===== src/rtl/adc_host_pkg.sv =====
package adc_host_pkg;

    // Rising edges discarded before B11: two sampling periods plus the zero bit.
    localparam int SKIP_EDGES = 3;

    typedef enum logic [2:0] {
        ST_IDLE,
        ST_LEAD,
        ST_SCK_HI,
        ST_SCK_LO,
        ST_RECOVER
    } host_state_e;

endpackage


===== src/rtl/adc_halfper_timer.sv =====
module adc_halfper_timer #(
    parameter int DIV_W = 8
) (
    input  logic             clk,
    input  logic             rst_n,
    input  logic             load,
    input  logic [DIV_W-1:0] half,
    output logic             done
);
    logic [DIV_W-1:0] cnt_q;

    always_ff @(posedge clk) begin
        if (!rst_n) begin
            cnt_q <= '0;
        end else if (load) begin
            cnt_q <= half;
        end else if (cnt_q != '0) begin
            cnt_q <= cnt_q - DIV_W'(1);
        end
    end

    assign done = (cnt_q == '0);
endmodule


===== src/rtl/adc_bit_capture.sv =====
module adc_bit_capture #(
    parameter int RES   = 12,
    parameter int CNT_W = 4
) (
    input  logic             clk,
    input  logic             rst_n,
    input  logic             clear,
    input  logic             strobe,
    input  logic [CNT_W-1:0] rise_idx,
    input  logic             sdata,
    output logic [RES-1:0]   acc
);
    import adc_host_pkg::*;

    localparam int IDX_W = $clog2(RES);

    logic [IDX_W-1:0] pos;
    logic             in_range;

    always_comb begin
        pos      = IDX_W'(RES + SKIP_EDGES - int'(rise_idx));
        in_range = (rise_idx > CNT_W'(SKIP_EDGES)) &&
                   (rise_idx <= CNT_W'(RES + SKIP_EDGES));
    end

    // Each bit is written straight into its final position; unwritten
    // low bits stay zero, which gives the left-justified partial result.
    always_ff @(posedge clk) begin
        if (!rst_n) begin
            acc <= '0;
        end else if (clear) begin
            acc <= '0;
        end else if (strobe && in_range) begin
            acc[pos] <= sdata;
        end
    end
endmodule


===== src/rtl/adc_result_align.sv =====
module adc_result_align #(
    parameter int RES   = 12,
    parameter int OUT_W = 16
) (
    input  logic [RES-1:0]          acc,
    input  logic signed [RES-1:0]   win_hi,
    input  logic signed [RES-1:0]   win_lo,
    output logic signed [OUT_W-1:0] sample_ext,
    output logic                    outside
);
    logic signed [RES-1:0] acc_s;

    assign acc_s      = signed'(acc);
    assign sample_ext = OUT_W'(acc_s);
    assign outside    = (acc_s > win_hi) || (acc_s < win_lo);
endmodule


===== src/rtl/adc_shortcycle_host.sv =====
module adc_shortcycle_host #(
    parameter int RES   = 12,
    parameter int OUT_W = 16,
    parameter int DIV_W = 8
) (
    input  logic                     clk,
    input  logic                     rst_n,
    input  logic                     start,
    input  logic [$clog2(RES+1)-1:0] nbits,
    input  logic [DIV_W-1:0]         div_half,
    input  logic signed [RES-1:0]    win_hi,
    input  logic signed [RES-1:0]    win_lo,
    input  logic                     sdata_i,
    output logic                     cs_n_o,
    output logic                     sclk_o,
    output logic                     busy_o,
    output logic                     valid_o,
    output logic signed [OUT_W-1:0]  sample_o,
    output logic                     out_of_range_o
);
    import adc_host_pkg::*;

    localparam int NB_W  = $clog2(RES + 1);
    localparam int CNT_W = $clog2(RES + SKIP_EDGES + 1);

    host_state_e             state_q, state_d;
    logic [NB_W-1:0]         nlat_q, n_clamped;
    logic [DIV_W-1:0]        dlat_q, tmr_half;
    logic [CNT_W-1:0]        rise_q;
    logic                    tmr_load, tmr_done;
    logic                    accept, rise_edge, last_rise, finish;
    logic [RES-1:0]          acc;
    logic signed [OUT_W-1:0] sample_ext;
    logic                    outside;

    always_comb begin
        if (nbits == '0)
            n_clamped = NB_W'(1);
        else if (nbits > NB_W'(RES))
            n_clamped = NB_W'(RES);
        else
            n_clamped = nbits;
    end

    assign accept    = (state_q == ST_IDLE) && start;
    assign tmr_half  = (state_q == ST_IDLE) ? div_half : dlat_q;
    assign tmr_load  = (state_q == ST_IDLE) || tmr_done;
    assign last_rise = (rise_q == (CNT_W'(nlat_q) + CNT_W'(SKIP_EDGES)));

    adc_halfper_timer #(.DIV_W(DIV_W)) u_timer (
        .clk   (clk),
        .rst_n (rst_n),
        .load  (tmr_load),
        .half  (tmr_half),
        .done  (tmr_done)
    );

    // Next-state decision
    always_comb begin
        state_d = state_q;
        unique case (state_q)
            ST_IDLE:    if (start)    state_d = ST_LEAD;
            ST_LEAD:    if (tmr_done) state_d = ST_SCK_HI;
            ST_SCK_HI:  if (tmr_done) state_d = last_rise ? ST_RECOVER : ST_SCK_LO;
            ST_SCK_LO:  if (tmr_done) state_d = ST_SCK_HI;
            ST_RECOVER: if (tmr_done) state_d = ST_IDLE;
            default:                  state_d = ST_IDLE;
        endcase
    end

    always_ff @(posedge clk) begin
        if (!rst_n) state_q <= ST_IDLE;
        else        state_q <= state_d;
    end

    assign rise_edge = (state_d == ST_SCK_HI) && (state_q != ST_SCK_HI);
    assign finish    = (state_q == ST_SCK_HI) && (state_d == ST_RECOVER);

    adc_bit_capture #(.RES(RES), .CNT_W(CNT_W)) u_capture (
        .clk      (clk),
        .rst_n    (rst_n),
        .clear    (accept),
        .strobe   (rise_edge),
        .rise_idx (rise_q + CNT_W'(1)),
        .sdata    (sdata_i),
        .acc      (acc)
    );

    adc_result_align #(.RES(RES), .OUT_W(OUT_W)) u_align (
        .acc        (acc),
        .win_hi     (win_hi),
        .win_lo     (win_lo),
        .sample_ext (sample_ext),
        .outside    (outside)
    );

    // Registered outputs and per-conversion context
    always_ff @(posedge clk) begin
        if (!rst_n) begin
            cs_n_o         <= 1'b1;
            sclk_o         <= 1'b0;
            valid_o        <= 1'b0;
            sample_o       <= '0;
            out_of_range_o <= 1'b0;
            nlat_q         <= NB_W'(1);
            dlat_q         <= '0;
            rise_q         <= '0;
        end else begin
            cs_n_o  <= !((state_d == ST_LEAD) || (state_d == ST_SCK_HI) ||
                         (state_d == ST_SCK_LO));
            sclk_o  <= (state_d == ST_SCK_HI);
            valid_o <= finish;
            if (finish) begin
                sample_o       <= sample_ext;
                out_of_range_o <= outside;
            end
            if (accept) begin
                nlat_q <= n_clamped;
                dlat_q <= div_half;
                rise_q <= '0;
            end else if (rise_edge) begin
                rise_q <= rise_q + CNT_W'(1);
            end
        end
    end

    assign busy_o = (state_q != ST_IDLE);
endmodule


===== config.mk =====
export PLATFORM = sky130hd
export DESIGN_NAME = adc_shortcycle_host
export DESIGN_NICKNAME = d
export VERILOG_FILES = /design/src/rtl/adc_host_pkg.sv /design/src/rtl/adc_halfper_timer.sv /design/src/rtl/adc_bit_capture.sv /design/src/rtl/adc_result_align.sv /design/src/rtl/adc_shortcycle_host.sv
export SDC_FILE = /design/constraint.sdc
export NUM_CORES = 1
export LEC_CHECK = 0
export ABC_AREA = 1
export BUFFER_PORTS_ARGS = -buffer_cell sky130_fd_sc_hd__buf_2
export CORE_ASPECT_RATIO = 0.5
export CORE_MARGIN = 1
export CORE_UTILIZATION = 60
export DETAILED_ROUTE_END_ITERATION = 8
export GPL_ROUTABILITY_DRIVEN = 0
export PLACE_DENSITY = 0.85
export SYNTH_ARGS = -nofsm -noshare
export SYNTH_HDL_FRONTEND = slang
export SYNTH_SLANG_ARGS = --single-unit

===== constraint.sdc =====
create_clock -name clk -period 4.5 [get_ports clk]
set_input_delay 1.35 -clock clk [delete_from_list [all_inputs] [get_ports clk]]
set_output_delay 1.35 -clock clk [all_outputs]
set_load 0.005 [all_outputs]

Word level (Yosys, flattened, before mapping)

Cells that the tools add are included.

Register bits: 55
Latch bits: 0
Memory bits (writable): 0
ROM bits: 0
Input bits: 40
Word-level logic and storage cells: 66
Memories kept: 0

$add $sub $neg: 4
Multiply operators: 0
Div/mod/pow operators: 0
$lt $le $gt $ge: 7
Eq/ne operators: 10
Shift-type cells: 0
Mux-type cells: 14
Bitwise operators: 1
Reduce and logical (&&, ||, !) cells: 19

Operators by type and width:

| kind                  | number |
|---|---|
| $mux W8               | 3 |
| $mux W3               | 5 |
| $bwmux W12            | 1 |
| $eq A3 B2 Y1 const B  | 4 |
| $gt A12 B12 Y1        | 1 |
| $lt A12 B12 Y1        | 1 |
| $pmux W3 S4           | 1 |
| $logic_not A8 Y1      | 1 |
| $mux W4               | 2 |
| $reduce_bool A8 Y1    | 1 |
| $sub A8 B1 Y8 const B | 1 |
| $eq A3 B1 Y1 const B  | 2 |
| $eq A3 B3 Y1 const B  | 2 |
| $logic_and A1 B1 Y1   | 6 |
| $lt A4 B5 Y1 const B  | 1 |
| $add A4 B1 Y4 const B | 1 |
| $add A4 B2 Y4 const B | 1 |
| $demux W1 S4          | 1 |
| $eq A4 B4 Y1          | 1 |
| $ge A4 B1 Y1 const B  | 1 |
| $gt A4 B2 Y1 const B  | 1 |
| $gt A4 B4 Y1 const B  | 1 |
| $le A4 B4 Y1 const B  | 1 |
| $logic_not A4 Y1      | 1 |
| other kinds (10)      | 14 |

Depth between registers and ports, before layout

Gate-level depths: netlist of run 1.

Word-level depth: 9
Mapped depth: 15
Mapped depth without buffers: 14

Cells and area by module

Synthesis of run 1 repeated with hierarchy kept, for this count alone.

Cells, all modules: 547
Area, all modules: 3644.7 sq um

Modules (own cells, without submodules):

| module              | times used | cells each | area each (sq um) | sequential area each (sq um) |
|---|---|---|---|---|
| adc_shortcycle_host | 1          | 246        | 1779.2            | 780.7 |
| adc_result_align    | 1          | 137        | 827.0             | 0.0 |
| adc_bit_capture     | 1          | 94         | 560.5             | 240.2 |
| adc_halfper_timer   | 1          | 70         | 478.0             | 160.2 |

Worst setup path after synthesis of run 1

No wires, ideal clock.

Path type: input -> register
Start point: input win_hi[11]
End point: register out_of_range_o
Setup time: 56 ps
Arrival time: 2457 ps
Data required time: 4444 ps
Slack: 1988 ps
Cell stages on the path: 12
Buffers on the path: 0
Cells stage by stage: inv_1 -> ha_1 -> inv_1 -> nor3_1 -> nand3_1 -> nand3_1 -> nand2_1 -> o21ai_0 -> nand2_1 -> nand3_1 -> nand2_1 -> inv_1

Cells in the longest elaborated chain, start to end: 2

RTL lines:

| what                 | line                       | source |
|---|---|---|
| start, declared      | adc_shortcycle_host.sv:11  | `input logic signed [RES-1:0] win_hi,` |
| $gt A12 B12 Y1       | adc_result_align.sv:15     | `assign outside = (acc_s > win_hi) \|\| (acc_s < win_lo);` |
| $logic_or A1 B1 Y1   | adc_result_align.sv:15     |  |
| end signal, assigned | adc_shortcycle_host.sv:115 | `out_of_range_o <= outside;` |
| end, declared        | adc_shortcycle_host.sv:19  | `output logic out_of_range_o` |

Every way passes these cells.
A chain may end at the register's enable or synchronous reset.

Worst setup path in the final report of run 1

Start point: register state_q[0]
End point: output busy_o

Cells in the longest elaborated chain, start to end: 1

RTL lines:

| what                   | line                       | source |
|---|---|---|
| start, declared        | adc_shortcycle_host.sv:26  | `host_state_e state_q, state_d;` |
| start signal, assigned | adc_shortcycle_host.sv:73  | `else state_q <= state_d;` |
| $reduce_bool A3 Y1     | adc_shortcycle_host.sv:127 | `assign busy_o = (state_q != ST_IDLE);` |
| end, declared          | adc_shortcycle_host.sv:16  | `output logic busy_o,` |

Every way passes these cells.

==> results of run 1 <==
-- per-layer routing --
metal | global-route usage, % | share of wire, % | vias to the layer above
met3 | 4.524 | 6.2 | 8
met1 | 31.33 | 48 | 1330
met4 | 5.479 | 0.88 | 0
li1 | - | - | 1649
met5 | 0 | 0 | -
met2 | 44.34 | 45 | 75
-- power by group through the flow --
| stage | Sequential [mW] | Clock [mW] | Combinational, mW |
|---|---|---|---|
| 6_report | 0.543 | 0.347 | 0.273 |
| 5_1_grt | 0.547 | 0.364 | 0.314 |
| 4_1_cts | 0.543 | 0.352 | 0.274 |
| 3_5_place_dp | 0.553 | 0 | 0.271 |
| 3_3_place_gp | 0.553 | 0 | 0.266 |
| 2_1_floorplan | 0.550 | 0 | 0.215 |
-- layout make-up --
type                       instances  share of cell area [%]
clock buffer                       6                   2.202
clock inverter                     2                  0.9343
inverter                          82                   8.242
multi-input combinational        338                   48.92
sequential                        55                   29.36
tap                               70                   2.336
timing repair buffer              60                   8.008
-- cells in the mapped netlist, drive strengths merged --
master / instances
clkbuf: 2
xnor2: 6
xor2: 1
nand4: 17
nor3: 1
dfxtp: 55
o2111ai: 1
nor2: 106
o21ai: 41
clkinv: 3
a221oi: 1
a211oi: 2
a21oi: 21
buf: 12
inv: 79
ha: 30
o31a: 1
a31oi: 4
nand2: 89
nand3: 15
o22ai: 2
-- flip-flops by register name (all words and copies together) (netlist names) --
signal,flops
u_timer.cnt_q,8
u_capture.acc,12
cs_n_o,1
sclk_o,1
out_of_range_o,1
nlat_q,4
state_q,3
valid_o,1
sample_o,12
dlat_q,8
rise_q,4
-- placed cells by master, fill, tap and decap left out, types with 11 or more instances in the layout --
| cell | netlist | layout |
|---|---|---|
| a21oi_1 | 21 | 21 |
| nand4_1 | 16 | 16 |
| dfxtp_1 | 55 | 55 |
| nand2_1 | 85 | 85 |
| inv_1 | 68 | 68 |
| inv_2 | 11 | 11 |
| o21ai_0 | 41 | 41 |
| buf_2 | 3 | 60 |
| nand3_1 | 12 | 12 |
| ha_1 | 30 | 30 |
| nor2_2 | 15 | 15 |
| nor2_1 | 90 | 90 |
-- kinds of logic (layout without fill, tap and decap cells) --
family,Yosys count,in the layout,synth area share (%)
buffers and inverters,96,150,12.07
adder cells (fa/ha/maj),30,30,11.24
AND/OR/NAND/NOR,228,228,30.21
flip-flops,55,55,32.98
AO/OA/AOI/OAI,73,73,11.66
XOR/XNOR,7,7,1.837
-- worst max-delay path, stage by stage (launching register included) --
cell	delay (ps)
dfxtp_1	350
nor2_1	170
nand2_2	150
buf_2	160
-- path summary, 6_finish.rpt --
path              startpoint  depth (start not counted)  slack (ps)             end
setup / recovery  state_q[0]                          3        2000          busy_o
hold / removal     dlat_q[7]                          2         460       dlat_q[7]
setup reg to reg   nlat_q[0]                         12        2110  out_of_range_o
hold reg to reg    dlat_q[7]                          2         460       dlat_q[7]
-- per-stage QoR --
stage / setup slack [ps] / total power [mW] / hold slack, ps / cells / cell area (µm²)
after global routing: 1873 / 1.226 / 483.3 / 613 / 3750
after global placement: 1840 / 0.8194 / 434.6 / 605 / 3632
after CTS: 2002 / 1.169 / 466.8 / 613 / 3750
final: 2003 / 1.163 / 464.4 / 613 / 3750
after detailed placement: 1741 / 0.8247 / 442.1 / 605 / 3632
after floorplan: 1988 / 0.7645 / 423.1 / 489 / 3338
==> metrics.cfg, run 1 <==
[worst_setup_path]
arrival_ps=1150
critical_path_class=reg -> out
startpoint_type=flip-flop
crit_fanout=8
cp-end-kind=output pin
critPathRequiredTime_ps=3150

[global_routing]
grt_max_degree=25
overflow=0
grt_pass1_vias=2600
grt_pass1_wl_um=11170
antenna_found_initial=0
grtUsageTotal_pct=24.56

[die]
die_w_um=107.5
die_h_um=54.75
io_pins=61
dieArea_um2=5884
start_util_pct=65.01
coreArea_um2=5135
core.rowCount=18

[placed_design]
dp.final_hpwl_um=5094
port_buffers=60

[clock_tree]
root_buffer=clkbuf_8
cts_tree=yes
clk_latency_ps=320
post_cts_resize_count=0
clkSlewWorstSetupHoldPaths_ps=100
htreeDepth=2
cts_buffer_depth=2
cts_made_buffers=5
clkSinkCount=55
cts_setup_buffers=0
cts_hold_buffers=0

[synth]
synth_area_um2=3338
yosysTopAreaCell=dfxtp_1
syn_inst=489
synth_area_per_cell_um2=6.827
synth_area_leaders=dfxtp_1 (33%), ha_1 (11%), nor2_1 (10%)
synth.top_cell.area_share_pct=32.98
synth.ff_latch_count=55
synth-seq-area-share_pct=32.98
synth_cell_types=32
synth_nets=559
ys_warn_count=0

[detailed_routing]
ant_nets=0
first_pass_iters=4
wl_um=6713
wl_per_cell_um=10.95
post-route-drc-count=0
vias_per_cell=4.995
drtIter0Drc=116
vias=3062

[power_and_ir_drop]
p_switching_mw=0.3639
swShare_pct=31.29
combPwrFrac_pct=23.5
seqPwrFrac_pct=46.7
leakage_nw=1.799
peakVddDrop_v=0.0002357
p_per_area_nw_per_um2=310.1
internal_power_mw=0.7990
p_clk_share_pct=29.9

[cells_and_area]
diodes=0
multiInputGateArea_um2=1834
regArea_um2=1101
area_delta_synth_final_pct=12.33
layout-drive-gt1-share_pct=19.15
fill_cells=471
final_core_util_pct=73.03
nets=612

[sta]
fin_tns_setup_ps=0
maxSlewViolCount=0
post-route-min-period_ps=2497
hold_violations=0
fmax_mhz=400.4
setup_viol_count_final=0
rsz0062_at_grt=no
post-route-period-util_pct=55.50
relSlewSlack_pct=61.30
worst_slew_pin_slew_ps=578.9
skew_ps=8.049

[outcome]
status=complete, no violations

[min_path]
holdCritPathClass=reg -> reg

[job]
drv_cap=0

Power figures use the tool's default switching activity.
==> run 2, diff against run 1 <==
--- a/config.mk
+++ b/config.mk
@@ -5,14 +5,14 @@
 export SDC_FILE = /design/constraint.sdc
 export NUM_CORES = 1
 export LEC_CHECK = 0
-export ABC_AREA = 1
+export ABC_AREA = 0
 export BUFFER_PORTS_ARGS = -buffer_cell sky130_fd_sc_hd__buf_2
 export CORE_ASPECT_RATIO = 0.5
 export CORE_MARGIN = 1
-export CORE_UTILIZATION = 60
+export CORE_UTILIZATION = 56
 export DETAILED_ROUTE_END_ITERATION = 8
 export GPL_ROUTABILITY_DRIVEN = 0
-export PLACE_DENSITY = 0.85
+export PLACE_DENSITY = 0.8
 export SYNTH_ARGS = -nofsm -noshare
 export SYNTH_HDL_FRONTEND = slang
 export SYNTH_SLANG_ARGS = --single-unit
==> constraint.sdc (replaced) <==
create_clock -name clk -period 2.3 [get_ports clk]
set_input_delay 0.69 -clock clk [delete_from_list [all_inputs] [get_ports clk]]
set_output_delay 0.69 -clock clk [all_outputs]
set_load 0.005 [all_outputs]
==> run 2 against run 1 <==
  * Clock power is 120% higher
  * Synthesized cell count down 21%
  * Clock skew grew 2.0 ps
  * Sequential power increased by 92%
  * Largest cell class unchanged
  * Highest routed layer unchanged
==> metrics.cfg, run 2 <==
[min_path]
worstHoldPathCells=2  ; unchanged
holdCritPathClass=reg -> reg

[sta]
rsz0062_at_grt=no
fmax_mhz=463.0
relSlewSlack_pct=68.61  ; +7.3 points
fin_ws_ps=140.4  ; -1862 ps
worst_slew_pin_slew_ps=469.6  ; -109.2 ps
maxSlewViolCount=0  ; unchanged
hold_violations=0  ; unchanged
post-route-period-util_pct=93.90
post-route-min-period_ps=2160
fin_tns_setup_ps=0  ; unchanged
setup_viol_count_final=0  ; unchanged
skew_ps=10.00  ; +1.954 ps

[synth]
synth_top_family_by_area=simple AND/OR/NAND/NOR gates
synth_ff_type=dfxtp_1
synth_area_per_cell_um2=8.357  ; +22%
synth-async-reset-ratio_pct=0  ; unchanged
yosysMostFrequentCell=dfxtp_1
synth.ff_latch_count=55  ; unchanged
synthSimpleGateAreaFrac_pct=22.09  ; -8.1 points
ys_warn_count=0  ; unchanged
synth_nets=457  ; -18%
synth-seq-area-share_pct=34.04  ; +1.1 points
synth_edf_count=0  ; unchanged
yosysTopAreaCell=dfxtp_1
synth_cell_types=54  ; +69%
syn_inst=387  ; -21%
synth_xor_area_share_pct=3.404  ; +1.6 points
synth_area_um2=3234  ; -3.1%
synthMuxAreaShare_pct=5.261  ; +5.3 points
synth.top_cell.area_share_pct=34.04  ; +1.1 points
synth_commonest_cells=dfxtp_1 (55), nand2_1 (48), inv_1 (34), ha_1 (30), nor2_1 (25)
synth_compound_area_share_pct=16.44  ; +4.8 points
synthAdderAreaFrac_pct=11.61  ; +0.36 points
synth_area_leaders=dfxtp_1 (34%), ha_1 (12%), nand2_1 (5.6%)

[global_routing]
grt_pass1_vias=2826  ; +8.7%
grt_max_degree=25  ; unchanged
overflow=0  ; unchanged
grt_pass1_wl_um=11970  ; +7.2%
use_met3_pct=4.918  ; +0.39 points
grt_use_met2_pct=43.67  ; -0.67 points
antenna_found_initial=0  ; unchanged
grtUsageTotal_pct=24.79  ; +0.22 points
busiest_layer=met2
gr-usage-met1_pct=29.90  ; -1.4 points

[worst_setup_path]
critPathRequiredTime_ps=1610  ; -1540 ps
r2r_end=sample_o[10]
worstRegToRegCells=8  ; -4
critical_path_class=reg -> out
startpoint=state_q[0]
rr_startpoint=nlat_q[0]
arrival_ps=1470  ; +320 ps
reg2reg_slack_ps=200  ; -1910 ps
startpoint_type=flip-flop
cp-end-kind=output pin
crit_fanout=9  ; +1
cp-endpoint=busy_o

[placed_design]
dp.cells=509  ; -16%
postPlaceCellArea_um2=3606  ; -0.72%
pre_cts_ws_ps=-85.33  ; -1826 ps
port_buffers=60  ; unchanged
dp.final_hpwl_um=5381  ; +5.6%

[detailed_routing]
ant_nets=0  ; unchanged
vias=2865  ; -6.4%
vias_per_cell=5.542  ; +11%
first_pass_iters=5  ; +1
drtIter0Drc=106  ; -8.6%
post-route-drc-count=0  ; unchanged
wl_per_cell_um=13.67  ; +25%
wl_um=7068  ; +5.3%

[die]
die_w_um=109.5  ; +1.9%
io_pins=61  ; unchanged
coreArea_um2=5515  ; +7.4%
start_util_pct=58.64  ; -6.4 points
core.rowCount=19  ; +1
dieArea_um2=6102  ; +3.7%
die_h_um=55.74  ; +1.8%

[job]
drv_cap=0  ; unchanged

[cells_and_area]
diodes=0  ; unchanged
mostFrequentLayoutCells=buf_2 (60), dfxtp_1 (55), nand2_1 (48)
final_common_cell=buf_2
area_delta_synth_final_pct=16.13
layout-drive-gt1-share_pct=18.69  ; -0.46 points
final_area_um2=3756  ; +0.17%
largestRegisters=sample_o x12, u_capture.acc x12
nets=513  ; -16%
regArea_um2=1101  ; unchanged
multiInputGateArea_um2=1902  ; +3.7%
fin_cells=517  ; -16%
fill_cells=459  ; -2.5%

[clock_tree]
clk_latency_ps=300  ; -20 ps
cts_hold_buffers=0  ; unchanged
htreeDepth=2  ; unchanged
root_buffer=clkbuf_16
cts_buffer_depth=2  ; unchanged
cts_made_buffers=5  ; unchanged
cts_tree=yes
clkSlewWorstSetupHoldPaths_ps=80  ; -20 ps
cts_setup_buffers=0  ; unchanged
post_cts_resize_count=0  ; unchanged
clkSinkCount=55  ; unchanged

[outcome]
status=complete, no violations

[power_and_ir_drop]
p_per_area_nw_per_um2=585.0  ; +89%
leakage_nw=1.705  ; -5.3%
fin_total_pwr_mw=2.197  ; +89%
peakVddDrop_v=0.0003666  ; +56%

run 2: logic make-up after synthesis:
| group | Yosys count |
|---|---|
| and+or+nand+nor | 138 |
| AOI/OAI and AO/OA | 81 |
| buffers and inverters | 55 |
| DFF | 55 |
| adders and majority gates | 30 |
| muxes | 17 |
| xor gates and xnor gates | 11 |
run 2: how the worst min path moves through the flow:
stage,slack [ps],to,start
floorplan,440,dlat_q[6],dlat_q[6]
global placement,450,dlat_q[0],dlat_q[0]
detailed placement,460,dlat_q[0],dlat_q[0]
CTS,470,dlat_q[0],dlat_q[0]
global route,490,dlat_q[3],dlat_q[3]
finish,470,dlat_q[5],dlat_q[5]
run 2: worst max-delay path, cell delays in order (launching register included):
cell	delay (ps)
dfxtp_1	400
nor3_1	290
clkinv_1	280
buf_2	210
run 2: per-layer routing:
layer	share of wire (%)	wire length (µm)
met5	0	0
met4	2.0	140
met2	47	3355
met1	45	3199
met3	5.3	372
run 2: per-stage QoR:
step | utilization [%] | hold WS [ps]
final | 68.10 | 466.8
after global routing | 68.10 | 493.9
after CTS | 68.10 | 466.4
after detailed placement | 65.38 | 456.9
after global placement | 65.38 | 450.7
after floorplan | - | 443.4
run 2: final cells by class:
class,count,area share (%)
multi-input cells,277,50.63
well taps,73,2.432
clock buffers,5,3.331
repair buffers,69,10.13
inverters,35,3.498
flip-flops and latches,55,29.31
clock inverters,3,0.6662
run 2: report_power, final:
part	internal [mW]	switching (mW)	total [mW]
Combinational	0.174	0.219	0.393
Clock	0.408	0.357	0.765
Sequential	0.995	0.0450	1.04
